**config.mk**
```make
export PLATFORM = sky130hd
export DESIGN_NAME = oc_channel
export DESIGN_NICKNAME = d
export VERILOG_FILES = /design/src/rtl/oc_pkg.sv /design/src/rtl/oc_cmp_reg.sv /design/src/rtl/oc_match.sv /design/src/rtl/oc_wave.sv /design/src/rtl/oc_flag.sv /design/src/rtl/oc_channel.sv
export SDC_FILE = /design/constraint.sdc
export NUM_CORES = 1
export LEC_CHECK = 0
export ABC_AREA = 1
export BUFFER_PORTS_ARGS = -buffer_cell sky130_fd_sc_hd__clkbuf_2
export CORE_MARGIN = 8
export CORE_UTILIZATION = 39
export CTS_CLUSTER_SIZE = 16
export DETAILED_ROUTE_END_ITERATION = 12
export GPL_ROUTABILITY_DRIVEN = 1
export HOLD_SLACK_MARGIN = 0.02
export MAX_ROUTING_LAYER = met4
export PLACE_DENSITY = 0.65
export SETUP_SLACK_MARGIN = 0.2
export SYNTH_ARGS = -nofsm -noshare
export SYNTH_HDL_FRONTEND = slang
export SYNTH_HIERARCHICAL = 1
export SYNTH_SLANG_ARGS = --single-unit
```
**constraint.sdc**
```tcl
create_clock -name clk -period 1.75 [get_ports clk]
set_clock_uncertainty 0.05 [all_clocks]
set_input_delay 0.35 -clock clk [delete_from_list [all_inputs] [get_ports clk]]
set_output_delay 0.35 -clock clk [all_outputs]
set_load 0.1 [all_outputs]
```
**src/rtl/oc_pkg.sv**
```systemverilog
// Shared types and the compare-action function for the output compare channel.
package oc_pkg;

    typedef enum logic [1:0] {
        WG_NORMAL = 2'b00,
        WG_CTC    = 2'b01,
        WG_FAST   = 2'b10,
        WG_PHASE  = 2'b11
    } wg_mode_t;

    typedef enum logic [1:0] {
        CM_OFF    = 2'b00,
        CM_TOGGLE = 2'b01,
        CM_CLEAR  = 2'b10,
        CM_SET    = 2'b11
    } cm_mode_t;

    // New output-compare bit for one compare event; invert swaps clear and set.
    function automatic logic oc_apply(cm_mode_t cm, logic cur, logic invert);
        logic r;
        unique case (cm)
            CM_OFF:    r = cur;
            CM_TOGGLE: r = ~cur;
            CM_CLEAR:  r = invert;
            CM_SET:    r = ~invert;
            default:   r = cur;
        endcase
        return r;
    endfunction

endpackage

```
**src/rtl/oc_cmp_reg.sv**
```systemverilog
// Compare value storage.
// Holds the active compare value and, in PWM modes, a staging register that
// is copied into it at the mode's turning point.
// Assumes at_top / at_bottom are qualified by tick at this level.
// PWM_BUFFER = 0 builds a variant with no staging register.
module oc_cmp_reg
    import oc_pkg::*;
#(
    parameter int W          = 8,
    parameter bit PWM_BUFFER = 1'b1
) (
    input  logic         clk,
    input  logic         rst_n,
    input  logic         tick,
    input  logic         at_top,
    input  logic         at_bottom,
    input  wg_mode_t     wg,
    input  logic         wr,
    input  logic [W-1:0] wdata,
    output logic [W-1:0] act
);

    logic pwm;
    assign pwm = (wg == WG_FAST) || (wg == WG_PHASE);

    generate
        if (PWM_BUFFER) begin : g_buf
            logic [W-1:0] stage_q;
            logic         load;

            // Turning point at which the staged value becomes active.
            assign load = tick && (((wg == WG_FAST) && at_bottom) ||
                                   ((wg == WG_PHASE) && at_top));

            // Staging register: takes every CPU write.
            always_ff @(posedge clk) begin
                if (!rst_n)  stage_q <= '0;
                else if (wr) stage_q <= wdata;
            end

            // Active register: direct write in counting modes, staged load in PWM.
            always_ff @(posedge clk) begin
                if (!rst_n)             act <= '0;
                else if (!pwm && wr)    act <= wdata;
                else if (pwm && load)   act <= stage_q;
            end
        end else begin : g_direct
            logic unused_ok;
            assign unused_ok = &{1'b0, tick, at_top, at_bottom, pwm};

            // Active register written straight from the CPU in every mode.
            always_ff @(posedge clk) begin
                if (!rst_n)  act <= '0;
                else if (wr) act <= wdata;
            end
        end
    endgenerate

endmodule

```
**src/rtl/oc_match.sv**
```systemverilog
// Comparator with counter-write blanking.
// Raises match_evt on an enabled timer clock when the counter equals the
// active compare value, unless the counter was written since the last tick.
module oc_match #(
    parameter int W = 8
) (
    input  logic         clk,
    input  logic         rst_n,
    input  logic         tick,
    input  logic [W-1:0] cnt_val,
    input  logic [W-1:0] act,
    input  logic         cnt_wr,
    output logic         match_evt,
    output logic         blank_q
);

    // Blanking latch: armed by a counter write, consumed by the next tick.
    always_ff @(posedge clk) begin
        if (!rst_n)      blank_q <= 1'b0;
        else if (cnt_wr) blank_q <= 1'b1;
        else if (tick)   blank_q <= 1'b0;
    end

    // Qualified equality.
    assign match_evt = tick && (cnt_val == act) && !blank_q;

endmodule

```
**src/rtl/oc_wave.sv**
```systemverilog
// Output-compare bit and pin selection.
// Applies the compare action on matches, forced compares and fast-PWM
// BOTTOM events; selects the pin source from com. State is independent of wg,
// so it is kept across mode changes.
module oc_wave
    import oc_pkg::*;
(
    input  logic     clk,
    input  logic     rst_n,
    input  logic     tick,
    input  logic     at_bottom,
    input  logic     cnt_down,
    input  wg_mode_t wg,
    input  cm_mode_t cm,
    input  logic     match_evt,
    input  logic     force_cmp,
    input  logic     port_val,
    output logic     oc_q,
    output logic     pin_ovr,
    output logic     pin_out
);

    logic pwm;
    logic oc_nxt;
    assign pwm = (wg == WG_FAST) || (wg == WG_PHASE);

    // Next output bit: a match wins over a force, which wins over a BOTTOM event.
    always_comb begin
        oc_nxt = oc_q;
        if (match_evt)
            oc_nxt = oc_apply(cm, oc_q, (wg == WG_PHASE) && cnt_down);
        else if (force_cmp && !pwm)
            oc_nxt = oc_apply(cm, oc_q, 1'b0);
        else if ((wg == WG_FAST) && tick && at_bottom && cm[1])
            oc_nxt = ~cm[0];
    end

    // Output-compare bit register.
    always_ff @(posedge clk) begin
        if (!rst_n) oc_q <= 1'b0;
        else        oc_q <= oc_nxt;
    end

    // Pin source select, taking effect without delay.
    assign pin_ovr = (cm != CM_OFF);
    assign pin_out = pin_ovr ? oc_q : port_val;

endmodule

```
**src/rtl/oc_flag.sv**
```systemverilog
// Compare flag and interrupt request.
// Sticky flag set by a match and cleared by a CPU write of one; the set wins.
module oc_flag (
    input  logic clk,
    input  logic rst_n,
    input  logic match_evt,
    input  logic flag_clr,
    input  logic irq_en,
    output logic flag_q,
    output logic irq_q
);

    // Sticky flag.
    always_ff @(posedge clk) begin
        if (!rst_n)         flag_q <= 1'b0;
        else if (match_evt) flag_q <= 1'b1;
        else if (flag_clr)  flag_q <= 1'b0;
    end

    // One-cycle request aligned with the flag rising.
    always_ff @(posedge clk) begin
        if (!rst_n) irq_q <= 1'b0;
        else        irq_q <= match_evt && irq_en;
    end

endmodule

```
**src/rtl/oc_channel.sv**
```systemverilog
// Output compare channel top.
// Joins compare storage, comparator, output bit and flag.
// Assumes the external counter and the TOP/BOTTOM logic run on clk,
// with tick marking the cycles in which the counter advances.
module oc_channel
    import oc_pkg::*;
#(
    parameter int W          = 8,
    parameter bit PWM_BUFFER = 1'b1
) (
    input  logic         clk,
    input  logic         rst_n,
    input  logic         tick,
    input  logic [W-1:0] cnt_val,
    input  logic         cnt_down,
    input  logic         at_top,
    input  logic         at_bottom,
    input  logic [1:0]   wgm,
    input  logic [1:0]   com,
    input  logic         ocr_wr,
    input  logic [W-1:0] ocr_wdata,
    input  logic         cnt_wr,
    input  logic         force_cmp,
    input  logic         flag_clr,
    input  logic         irq_en,
    input  logic         port_val,
    output logic [W-1:0] ocr_active,
    output logic         cmp_flag,
    output logic         irq,
    output logic         oc_state,
    output logic         pin_ovr,
    output logic         pin_out
);

    wg_mode_t wg;
    cm_mode_t cm;
    logic     match_evt;
    logic     blank_q;

    assign wg = wg_mode_t'(wgm);
    assign cm = cm_mode_t'(com);

    oc_cmp_reg #(.W(W), .PWM_BUFFER(PWM_BUFFER)) u_cmp (
        .clk(clk), .rst_n(rst_n), .tick(tick), .at_top(at_top),
        .at_bottom(at_bottom), .wg(wg), .wr(ocr_wr), .wdata(ocr_wdata),
        .act(ocr_active)
    );

    oc_match #(.W(W)) u_match (
        .clk(clk), .rst_n(rst_n), .tick(tick), .cnt_val(cnt_val),
        .act(ocr_active), .cnt_wr(cnt_wr), .match_evt(match_evt),
        .blank_q(blank_q)
    );

    oc_wave u_wave (
        .clk(clk), .rst_n(rst_n), .tick(tick), .at_bottom(at_bottom),
        .cnt_down(cnt_down), .wg(wg), .cm(cm), .match_evt(match_evt),
        .force_cmp(force_cmp), .port_val(port_val), .oc_q(oc_state),
        .pin_ovr(pin_ovr), .pin_out(pin_out)
    );

    oc_flag u_flag (
        .clk(clk), .rst_n(rst_n), .match_evt(match_evt), .flag_clr(flag_clr),
        .irq_en(irq_en), .flag_q(cmp_flag), .irq_q(irq)
    );

endmodule

```
==> flow_summary_export.csv <==
group,metric,value,unit
routing,dr.pass1.iters,4,
worst_setup_path,rr_startpoint,"u_cmp/act[7]$_SDFFE_PN0P_",
worst_setup_path,cp-end-kind,"output port",
worst_setup_path,crit_required,1.35,ns
synthesis,synth_area_leaders,"dfxtp_1, nand2_1, nor2_1",
worst_setup_path,rrSetupSlack,0.33,ns
sta,worstMarginPinSlew,0.543,ns
sta,timing.final.crit_share,86.7,%
sta,worst_slack,0.233,ns
grt,use_met3,3.85,%
placement,place_ws,0.190,ns
routing,wl,2.89,mm
grt,grt_max_degree,25,
synthesis,synth_cell_types,22,
clock_network,clock_path_buffers,2,
grt,grt_pass1_vias,1156,
grt,antenna_found_initial,0,
synthesis,synth_top_cell_by_area,"dfxtp_1",
sta,rsz0062_at_grt,"true",
routing,drt_iter0_markers,58,
cells_and_area,fillerInstances,361,
floorplan,dieArea,5350,sq um
sta,slew_violations,0,
cells_and_area,n_antenna_cell,0,
floorplan,core,3080,sq um
synthesis,synth_top_area_share,31.4,%
clock_network,numCtsBuffers,3,
cells_and_area,nets,278,
power,switching_share,39.9,%
synthesis,seq_area_frac_synth,31.4,%
floorplan,fp.dieW,73.2,microns
power,vdd.ir_drop.worst,0.491,mV
power,p_leak,0.896,nW
grt,gr-usage-all-layers,11.5,%
clock_network,path_clk_slew,0.11,ns
sta,hold_viol,0,
worst_setup_path,worstSetupPathType,"in2out",
placement,gp_congestion,0.790,
min_path,hp-start,"irq_en",
clock_network,cts_sinks,20,
routing,final_antenna_net_count,0,
worst_setup_path,crit_fanout,4,
synthesis,synth_area,1270,sq um
floorplan,ios,45,
worst_setup_path,crit_arrival,1.12,ns
grt,grt_pass1_wl,4.94,mm
grt,grt-busiest-layer,"met2",
grt,use_met1,14.5,%
worst_setup_path,critPathLaunch,"com[0]",
power,p_seq_share,44.2,%
sta,tns,0,ns
sta,fmax,659,MHz
sta,fin_crit,1.52,ns
synthesis,ys_warn_count,6,
synthesis,syn_area_per_cell,6.34,sq um
power,power_switching,0.000459,W
grt,overflow,0,
routing,vias_per_cell,4.30,
flow_run,maxCapViolations,0,
power,p_comb_share,36.8,%
synthesis,netlist_instances,201,
power,p_per_area,719,nW/um^2
grt,met2_usage,17.1,%
worst_setup_path,startpoint_type,"input port",
sta,max_slew_margin,63.9,%
min_path,hp-class,"in2reg",
placement,dpl.hpwl,2.24,mm
placement,io_buffers,44,
routing,route.vias.total,1244,
floorplan,die_h,73.2,microns
power,p_clk_share,19.0,%
clock_network,tritoncts,"built",
sta,setup_viol,0,
cells_and_area,area_growth,25.5,%
routing,wl_per_cell,10.0,microns
cells_and_area,drive_gt1_share,35.1,%
synthesis,yosys_register_bits,20,
clock_network,clk_latency,0.29,ns
clock_network,cts_max_level,1,
floorplan,initial_core_util,41.4,%
power,p_int,0.000692,W
floorplan,rows,20,
clock_network,clock_tree.root_cell,"clkbuf_4",
synthesis,synth_fp_nets,233,
routing,route.detailed.drc,0,
run_status,status,"complete, no violations",
[power groups by stage]
stage	clock, W	sequential [W]	combinational (W)
floorplan	0	0.000647	0.000204
global placement	0	0.000519	0.000421
detailed placement	0	0.000521	0.000421
CTS	0.000234	0.000510	0.000423
global route	0.000251	0.000514	0.000463
finish	0.000219	0.000509	0.000423
[cell families (layout without fill, tap and decap cells)]
group	count (synthesis)	after routing	share of synthesized area [%]
AND/OR/NAND/NOR	119	119	41.4
buffers and inverters	39	83	14.6
AO/OA/AOI/OAI	20	20	10.5
flip-flops	20	20	31.4
XOR/XNOR	3	3	2.06
[placed cells by master (no fill, tap or decap), drive strengths merged, types with 3 or more instances in the layout]
cell / instances
o21ai: 8
nand3: 16
a21oi: 12
nand2: 63
nor2: 38
clkbuf: 36
inv: 34
dfxtp: 20
xnor2: 3
buf: 12
[synth_stat cells]
library cell / instances
nand3b_1: 1
inv_2: 4
a21oi_2: 9
nor2_2: 3
nand3_4: 1
a21oi_1: 3
inv_1: 30
nand3_2: 2
or2_4: 1
clkbuf_8: 1
buf_4: 1
nand2_4: 1
nor2_4: 1
nand2_1: 59
nor2_1: 34
buf_8: 1
nand3_1: 13
buf_6: 2
xnor2_1: 3
o21ai_0: 8
nand2_2: 3
dfxtp_1: 20
[final cells by class]
class	count	area (sq um)	share of cell area, %
Timing Repair Buffer	45	243	15.2
Clock inverter	1	3.75	0.235
Inverter	34	128	7.97
Clock buffer	3	22.5	1.41
Multi-Input combinational cell	142	714	44.6
Tap cell	44	55.1	3.44
Sequential cell	20	434	27.1
[sequential cells by signal (all words and copies together), names as in the netlist]
| register | count |
|---|---|
| u_cmp/act | 8 |
| u_cmp/g_buf.stage_q | 8 |
| u_flag/flag_q | 1 |
| u_flag/irq_q | 1 |
| u_match/blank_q | 1 |
| u_wave/oc_q | 1 |
[layer usage]
metal  wire, microns  up-vias
met5               0        -
met4              16        0
met3             215        2
met2            1250       31
met1            1400      517
li1                -      694
[worst paths after layout]
kind	endpoint	cells past startpoint
max	pin_ovr	3
min	u_flag/irq_q$_SDFF_PN0_	3
max reg2reg	u_wave/oc_q$_SDFFE_PN0P_	13
min reg2reg	u_flag/flag_q$_SDFFE_PN0P_	2
[through the flow]
| step | instance area (sq um) | instances | utilization (%) | hold WS, ns | power [W] |
|---|---|---|---|---|---|
| after CTS | 1580 | 288 | 51.4 | 0.198 | 0.00117 |
| after floorplan | 1330 | 201 | - | 0.412 | 0.000851 |
| after global routing | 1600 | 289 | 52.0 | 0.207 | 0.00123 |
| final | 1600 | 289 | 52.0 | 0.209 | 0.00115 |
| after global placement | 1560 | 284 | 50.6 | 0.405 | 0.000940 |
| after detailed placement | 1560 | 284 | 50.6 | 0.421 | 0.000942 |
[critical path, stage by stage]
cell and delay (ns):
clkbuf_2 0.11, or2_4 0.28, clkbuf_2 0.38
[timing repair]
item                                    in CTS  in global routing
resized for setup                            0                 12
endpoints found under the setup margin       0                 12
hold buffers                                 0                  0
setup buffers                                0                  1
(Power assumes the default switching activity.)
